File: config.mk
export PLATFORM = sky130hd
export DESIGN_NAME = irq_src_ctrl
export DESIGN_NICKNAME = d
export VERILOG_FILES = /design/src/rtl/irq_src_pkg.sv /design/src/rtl/irq_num_decode.sv /design/src/rtl/irq_src_entry.sv /design/src/rtl/irq_src_ctrl.sv
export SDC_FILE = /design/constraint.sdc
export NUM_CORES = 1
export LEC_CHECK = 0
export BUFFER_PORTS_ARGS = -buffer_cell sky130_fd_sc_hd__clkbuf_2
export CAP_MARGIN = 20
export CORE_AREA = 2 2 107 161
export CTS_CLUSTER_SIZE = 10
export DETAILED_ROUTE_END_ITERATION = 6
export DIE_AREA = 0 0 109 163
export PLACE_DENSITY = 0.66
export SKIP_LAST_GASP = 1
export SYNTH_ARGS = -nofsm -noshare
export SYNTH_HDL_FRONTEND = slang
export SYNTH_SLANG_ARGS = --single-unit
File: constraint.sdc
create_clock -name clk -period 3.1 [get_ports clk]
set_input_delay 0.62 -clock clk [delete_from_list [all_inputs] [get_ports clk]]
set_output_delay 0.62 -clock clk [all_outputs]
set_load 0.02 [all_outputs]
File: src/rtl/irq_src_pkg.sv
// Shared definitions for the interrupt source state controller.
// Assumes: priorities are unsigned; the all-ones value means masked.
package irq_src_pkg;
    typedef enum logic {
        KIND_MSG = 1'b0,
        KIND_LVL = 1'b1
    } src_kind_e;
endpackage

File: src/rtl/irq_num_decode.sv
// Converts an external source number into a one-hot entry hit.
// Assumes: numbers outside [BASE, BASE+NUM_SRC) must produce no hit.
module irq_num_decode #(
    parameter int unsigned NUM_SRC = 8,
    parameter int unsigned NUM_W   = 12,
    parameter int unsigned BASE    = 256
) (
    input  logic               valid,
    input  logic [NUM_W-1:0]   num,
    output logic [NUM_SRC-1:0] hit
);
    logic [NUM_W-1:0] diff;
    logic             in_range;

    // Range test on the full number, then one-hot compare of the offset.
    always_comb begin
        diff     = num - NUM_W'(BASE);
        in_range = (num >= NUM_W'(BASE)) && (diff < NUM_W'(NUM_SRC));
        for (int i = 0; i < NUM_SRC; i++)
            hit[i] = valid && in_range && (diff == NUM_W'(i));
    end
endmodule

File: src/rtl/irq_src_entry.sv
// One table entry: configuration and the status flags of one source.
// The entry kind (level or message) is fixed by a parameter, so reset
// cannot change it. req asks the arbiter for an offer; grant retires it.
// Assumes: grant is only given while req is high.
module irq_src_entry
    import irq_src_pkg::*;
#(
    parameter src_kind_e   KIND   = KIND_MSG,
    parameter int unsigned SRV_W  = 4,
    parameter int unsigned PRIO_W = 8
) (
    input  logic              clk,
    input  logic              rst_n,
    input  logic              line_in,
    input  logic              cfg_hit,
    input  logic [SRV_W-1:0]  cfg_server,
    input  logic [PRIO_W-1:0] cfg_prio,
    input  logic              rej_hit,
    input  logic              eoi_hit,
    input  logic              scan_hit,
    input  logic              grant,
    output logic              req,
    output logic [SRV_W-1:0]  server,
    output logic [PRIO_W-1:0] prio
);
    localparam logic [PRIO_W-1:0] MASKED = '1;

    logic [SRV_W-1:0]  srv_q, srv_n;
    logic [PRIO_W-1:0] prio_q, prio_n;
    logic line_q, sent_q, rejd_q, mpend_q, req_q;
    logic sent_n, rejd_n, mpend_n, req_n, unmasked;

    // Apply reject, EOI, config, line and scan events in one cycle.
    always_comb begin
        srv_n   = srv_q;
        prio_n  = prio_q;
        sent_n  = sent_q;
        rejd_n  = rejd_q;
        mpend_n = mpend_q;
        req_n   = req_q && !grant;
        if (cfg_hit) begin
            srv_n  = cfg_server;
            prio_n = cfg_prio;
        end
        unmasked = (prio_n != MASKED);
        if (KIND == KIND_LVL) begin
            if (rej_hit || eoi_hit) sent_n = 1'b0;
            if (!unmasked && req_n) begin
                req_n  = 1'b0;
                sent_n = 1'b0;
            end
            if (((line_in != line_q) || cfg_hit || scan_hit) &&
                unmasked && line_in && !sent_n) begin
                sent_n = 1'b1;
                req_n  = 1'b1;
            end
        end else begin
            if (rej_hit) rejd_n = 1'b1;
            if (line_in && !line_q) begin
                if (unmasked) req_n = 1'b1;
                else          mpend_n = 1'b1;
            end
            if (cfg_hit && mpend_n && unmasked) begin
                mpend_n = 1'b0;
                req_n   = 1'b1;
            end
            if (scan_hit && rejd_n) begin
                rejd_n = 1'b0;
                if (unmasked) req_n = 1'b1;
            end
            if (!unmasked && req_n) begin
                req_n   = 1'b0;
                mpend_n = 1'b1;
            end
        end
    end

    // State registers; reset masks the entry and clears every flag.
    always_ff @(posedge clk) begin
        if (!rst_n) begin
            srv_q   <= '0;
            prio_q  <= MASKED;
            line_q  <= 1'b0;
            sent_q  <= 1'b0;
            rejd_q  <= 1'b0;
            mpend_q <= 1'b0;
            req_q   <= 1'b0;
        end else begin
            srv_q   <= srv_n;
            prio_q  <= prio_n;
            line_q  <= line_in;
            sent_q  <= sent_n;
            rejd_q  <= rejd_n;
            mpend_q <= mpend_n;
            req_q   <= req_n;
        end
    end

    assign req    = req_q;
    assign server = srv_q;
    assign prio   = prio_q;
endmodule

File: src/rtl/irq_src_ctrl.sv
// Interrupt source state controller: a table of NUM_SRC entries, a
// lowest-index arbiter feeding a single offer register, and a resend
// scanner that visits one entry per cycle and stalls while an offer waits.
// Assumes: LVL_MASK bit i set makes entry i a level source.
module irq_src_ctrl
    import irq_src_pkg::*;
#(
    parameter int unsigned          NUM_SRC  = 8,
    parameter int unsigned          SRV_W    = 4,
    parameter int unsigned          PRIO_W   = 8,
    parameter int unsigned          NUM_W    = 12,
    parameter int unsigned          BASE     = 256,
    parameter logic [NUM_SRC-1:0]   LVL_MASK = 8'hF0,
    localparam int unsigned         IDX_W    = (NUM_SRC > 1) ? $clog2(NUM_SRC) : 1
) (
    input  logic               clk,
    input  logic               rst_n,
    input  logic [NUM_SRC-1:0] src_in,
    input  logic               cfg_we,
    input  logic [IDX_W-1:0]   cfg_idx,
    input  logic [SRV_W-1:0]   cfg_server,
    input  logic [PRIO_W-1:0]  cfg_prio,
    input  logic               rej_valid,
    input  logic [NUM_W-1:0]   rej_num,
    input  logic               eoi_valid,
    input  logic [NUM_W-1:0]   eoi_num,
    input  logic               resend_req,
    output logic               off_valid,
    input  logic               off_ready,
    output logic [SRV_W-1:0]   off_server,
    output logic [NUM_W-1:0]   off_num,
    output logic [PRIO_W-1:0]  off_prio
);
    logic [NUM_SRC-1:0] rej_hit, eoi_hit, scan_hit, cfg_hit, req, grant;
    logic [SRV_W-1:0]   srv_a  [NUM_SRC];
    logic [PRIO_W-1:0]  prio_a [NUM_SRC];
    logic [IDX_W-1:0]   pick, scan_ptr;
    logic               found, scan_on;

    irq_num_decode #(.NUM_SRC(NUM_SRC), .NUM_W(NUM_W), .BASE(BASE)) u_rej_dec (
        .valid(rej_valid), .num(rej_num), .hit(rej_hit));
    irq_num_decode #(.NUM_SRC(NUM_SRC), .NUM_W(NUM_W), .BASE(BASE)) u_eoi_dec (
        .valid(eoi_valid), .num(eoi_num), .hit(eoi_hit));

    for (genvar g = 0; g < NUM_SRC; g++) begin : g_ent
        localparam src_kind_e KIND = LVL_MASK[g] ? KIND_LVL : KIND_MSG;
        assign cfg_hit[g]  = cfg_we && (cfg_idx == IDX_W'(g));
        assign scan_hit[g] = scan_on && !off_valid && (scan_ptr == IDX_W'(g));
        irq_src_entry #(.KIND(KIND), .SRV_W(SRV_W), .PRIO_W(PRIO_W)) u_ent (
            .clk(clk), .rst_n(rst_n), .line_in(src_in[g]),
            .cfg_hit(cfg_hit[g]), .cfg_server(cfg_server), .cfg_prio(cfg_prio),
            .rej_hit(rej_hit[g]), .eoi_hit(eoi_hit[g]), .scan_hit(scan_hit[g]),
            .grant(grant[g]), .req(req[g]), .server(srv_a[g]), .prio(prio_a[g]));
    end

    // Lowest-index request wins; grant only when the offer slot is empty.
    always_comb begin
        found = 1'b0;
        pick  = '0;
        grant = '0;
        for (int i = 0; i < NUM_SRC; i++) begin
            if (!found && req[i]) begin
                found    = 1'b1;
                pick     = IDX_W'(i);
                grant[i] = !off_valid;
            end
        end
    end

    // Offer register: load a granted entry, clear on acceptance.
    always_ff @(posedge clk) begin
        if (!rst_n) begin
            off_valid  <= 1'b0;
            off_server <= '0;
            off_num    <= '0;
            off_prio   <= '0;
        end else if (off_valid) begin
            if (off_ready) off_valid <= 1'b0;
        end else if (found) begin
            off_valid  <= 1'b1;
            off_server <= srv_a[pick];
            off_prio   <= prio_a[pick];
            off_num    <= NUM_W'(BASE) + NUM_W'(pick);
        end
    end

    // Resend scanner: one entry per free cycle, restart on a new request.
    always_ff @(posedge clk) begin
        if (!rst_n) begin
            scan_on  <= 1'b0;
            scan_ptr <= '0;
        end else if (resend_req) begin
            scan_on  <= 1'b1;
            scan_ptr <= '0;
        end else if (scan_on && !off_valid) begin
            if (scan_ptr == IDX_W'(NUM_SRC - 1)) begin
                scan_on  <= 1'b0;
                scan_ptr <= '0;
            end else begin
                scan_ptr <= scan_ptr + 1'b1;
            end
        end
    end
endmodule

==> results.sh <==
export IMPL_die_area_sq_um=17800
export IMPL_fin_crit_sh_pct=78.3
export IMPL_cap_violations=0
export IMPL_yosysWarnings=0
export IMPL_core_area_sq_um=16500
export IMPL_num_vias=6210
export IMPL_rsz0062_at_grt="false"
export IMPL_synth_seq_cells=145
export IMPL_antenna_found_initial=0
export IMPL_ff2ff_path_depth=6
export IMPL_cts_inserted_buffers=17
export IMPL_crit_arrival_ns=2.74
export IMPL_worst_pin_slew_ns=0.918
export IMPL_vias_per_cell=5.59
export IMPL_fmaxAchievable_mhz=412
export IMPL_hold_depth=2
export IMPL_cts_hold_buf=0
export IMPL_hpwl_um=14600
export IMPL_cp_start_kind="register"
export IMPL_synthCells=846
export IMPL_synth_distinct_cells=56
export IMPL_wl_per_cell_um=18.2
export IMPL_cts_sinks=145
export IMPL_path_max_fanout=25
export IMPL_h_tree_depth=4
export IMPL_p_leak_uw=0.00338
export IMPL_startpoint="g_ent[2].u_ent.req$_SDFF_PP0_"
export IMPL_worstReg2RegStart="g_ent[2].u_ent.req$_SDFF_PP0_"
export IMPL_cts_path_max_buffers=2
export IMPL_clock_skew_ns=0.0107
export IMPL_finalMaxSlewViolations=0
export IMPL_synth_ff_type="dfxtp_1"
export IMPL_fp_row_count=58
export IMPL_clock_root_buffer="clkbuf_16"
export IMPL_area_delta_synth_final_pct=14.7
export IMPL_cp_top_family="simple AND/OR/NAND/NOR gates"
export IMPL_hold_path_class="input port to register"
export IMPL_synth_edf_count=0
export IMPL_antenna_cells=0
export IMPL_fillers=1605
export IMPL_power_density_nw_per_um2=640
export IMPL_drcViolationCount=0
export IMPL_synthArstFlopShare_pct=0
export IMPL_cpPeakStageDelay_ns=0.57
export IMPL_ys_seq_area_share_pct=42.9
export IMPL_grt_pass1_wl_um=31900
export IMPL_outcome="completed"
export IMPL_path_cells="nor2_1 > o31ai_4 > nand2_2 > mux2_2 > a22o_1 > o31a_1"
export IMPL_worst_path_buf_inv=0
export IMPL_finalNetCount=947
export IMPL_cp_depth=6
export IMPL_insertion_delay_ns=0.42
export IMPL_required_ns=3.41
export IMPL_grt_usage_pct=23.7
export IMPL_ir_worst_vdd_v=0.000360
export IMPL_period_needed_ns=2.43
export IMPL_layout_drive_gt1_share_pct=14.4
export IMPL_finalWirelength_um=20200
export IMPL_setup_violations=0
export IMPL_overflow=0
export IMPL_detail_route_antenna_nets=0
export IMPL_min_from="src_in[0]"
export IMPL_endpoint_kind="register"
export IMPL_hold_violations=0
export IMPL_syn_avg_cell_area_sq_um=7.99
export IMPL_cts_setup_buffers=0
export IMPL_slew_headroom_pct=38.3
export IMPL_whs_ns=0.429
export IMPL_die_width_um=109
export IMPL_io_pins=79
export IMPL_slowest_stage="nand2_2"
export IMPL_cts_resized=0
export IMPL_path_class="register to register"
export IMPL_fin_setup_tns_ns=0
export IMPL_die_h_um=163
export IMPL_grt_pass1_vias=6033
export IMPL_grt_start_max_net_pins=59
export IMPL_cts_clk_slew_worst_paths_ns=0.06
export IMPL_drt_iter0_drc=446
export IMPL_firstDrtPassIters=6
export IMPL_start_util_pct=41.0
export IMPL_portBuffers=70
export IMPL_syn_cell_area_sq_um=6760
export IMPL_place_congestion=0.875
export IMPL_cts_tree="done"
[power by group]
part           total (uW)  internal [uW]  switching (uW)
Combinational         836            319             517
Sequential           2080           1980             104
Clock                2040           1230             816
Total                4960           3520            1440
[stage by stage]
stage	instance area (sq um)	setup slack (ns)	std cells	utilization, %	power (uW)
final	7760	0.674	1110	47.1	4960
after global routing	7760	0.550	1110	47.1	5150
after CTS	7760	0.707	1110	47.1	4980
after detailed placement	7160	0.706	1078	43.5	2950
after global placement	7160	0.791	1078	43.5	2940
after floorplan	6790	0.994	853	-	2720
[metal layers]
metal  GRT usage (%)  vias up  share of wire, %
met5               0        -                 0
met4            10.9        0               3.4
met3            3.84       42               6.8
met2            41.9      267                51
met1            27.6     2911                39
li1                -     2990                 -
[area by class of cell]
cell class	count	area, sq um	area share (%)
Multi-Input combinational cell	626	3470	44.8
Tap cell	210	263	3.39
Clock inverter	12	135	1.74
Timing Repair Buffer	86	485	6.26
Clock buffer	20	457	5.89
Inverter	11	41.3	0.532
Sequential cell	145	2900	37.4
[cells by family (layout without fill, tap and decap cells)]
logic type	after synthesis	in the layout	synth area share (%)
AOI/OAI and AO/OA	149	149	15.0
adders and majority gates	6	6	1.11
buffers and inverters	82	129	6.11
DFF	145	145	42.9
muxes	42	42	6.33
other	1	8	0.0555
and+or+nand+nor	421	421	28.5
[path summary, 6_finish.rpt]
path | to | slack [ns]
worst max register to register | off_prio[5]$_SDFFE_PN0P_ | 0.67
worst min register to register | g_ent[4].u_ent.server[2]$_SDFFE_PN0P_ | 0.46
worst max-delay path | off_prio[5]$_SDFFE_PN0P_ | 0.67
worst min-delay path | g_ent[0].u_ent.line_q$_SDFF_PN0_ | 0.43
[cells in the mapped netlist (2+ instances only)]
master      n  area share, %
nor2b_1     6           0.56
nand3_1    81            6.0
mux2_2      6            1.0
or3_1       2           0.19
nor2_1     29            1.6
o31a_1      6           0.78
buf_6       2           0.33
a22o_1      6           0.78
inv_1      11           0.61
mux2i_1    36            5.3
buf_4      14            1.6
o22ai_1    11            1.0
a21boi_0   33            3.7
nand4_1    21            1.9
clkbuf_1   47            2.6
and2_1     10           0.93
nor3_1      6           0.44
nor4_1      3           0.28
o311a_1     2           0.30
and3_1      8           0.74
and4_1      2           0.26
o31ai_1     4           0.44
o21ai_0    33            2.4
buf_1       2           0.11
a31oi_1     7           0.65
buf_2       4           0.30
nand4b_1    2           0.26
a21oi_1    21            1.6
dfxtp_1   145             43
nand2b_1    7           0.65
a211oi_1    2           0.22
nand2_1   229             13
buf_12      2           0.59
a21o_1      2           0.22
nor3b_1     4           0.44
ha_1        6            1.1
o21a_1      7           0.78
o221ai_1    8            1.0
nand3b_1    2           0.22
[cell usage in the layout (no fill, tap or decap), types with 17 or more instances in the layout]
cell	count
a21boi_0	33
nand4_1	21
mux2i_1	36
nor2_1	29
a21oi_1	21
dfxtp_1	145
clkbuf_2	69
clkbuf_16	17
nand3_1	81
o21ai_0	33
nand2_1	229
[registers in the layout, indices dropped and copies added (netlist names), 8 cells and up]
| name | cells |
|---|---|
| g_ent.u_ent.server | 32 |
| g_ent.u_ent.line_q | 8 |
| off_prio | 8 |
| g_ent.u_ent.prio | 64 |
| g_ent.u_ent.req | 8 |
Note: power is estimated with default switching activity, not from simulation.
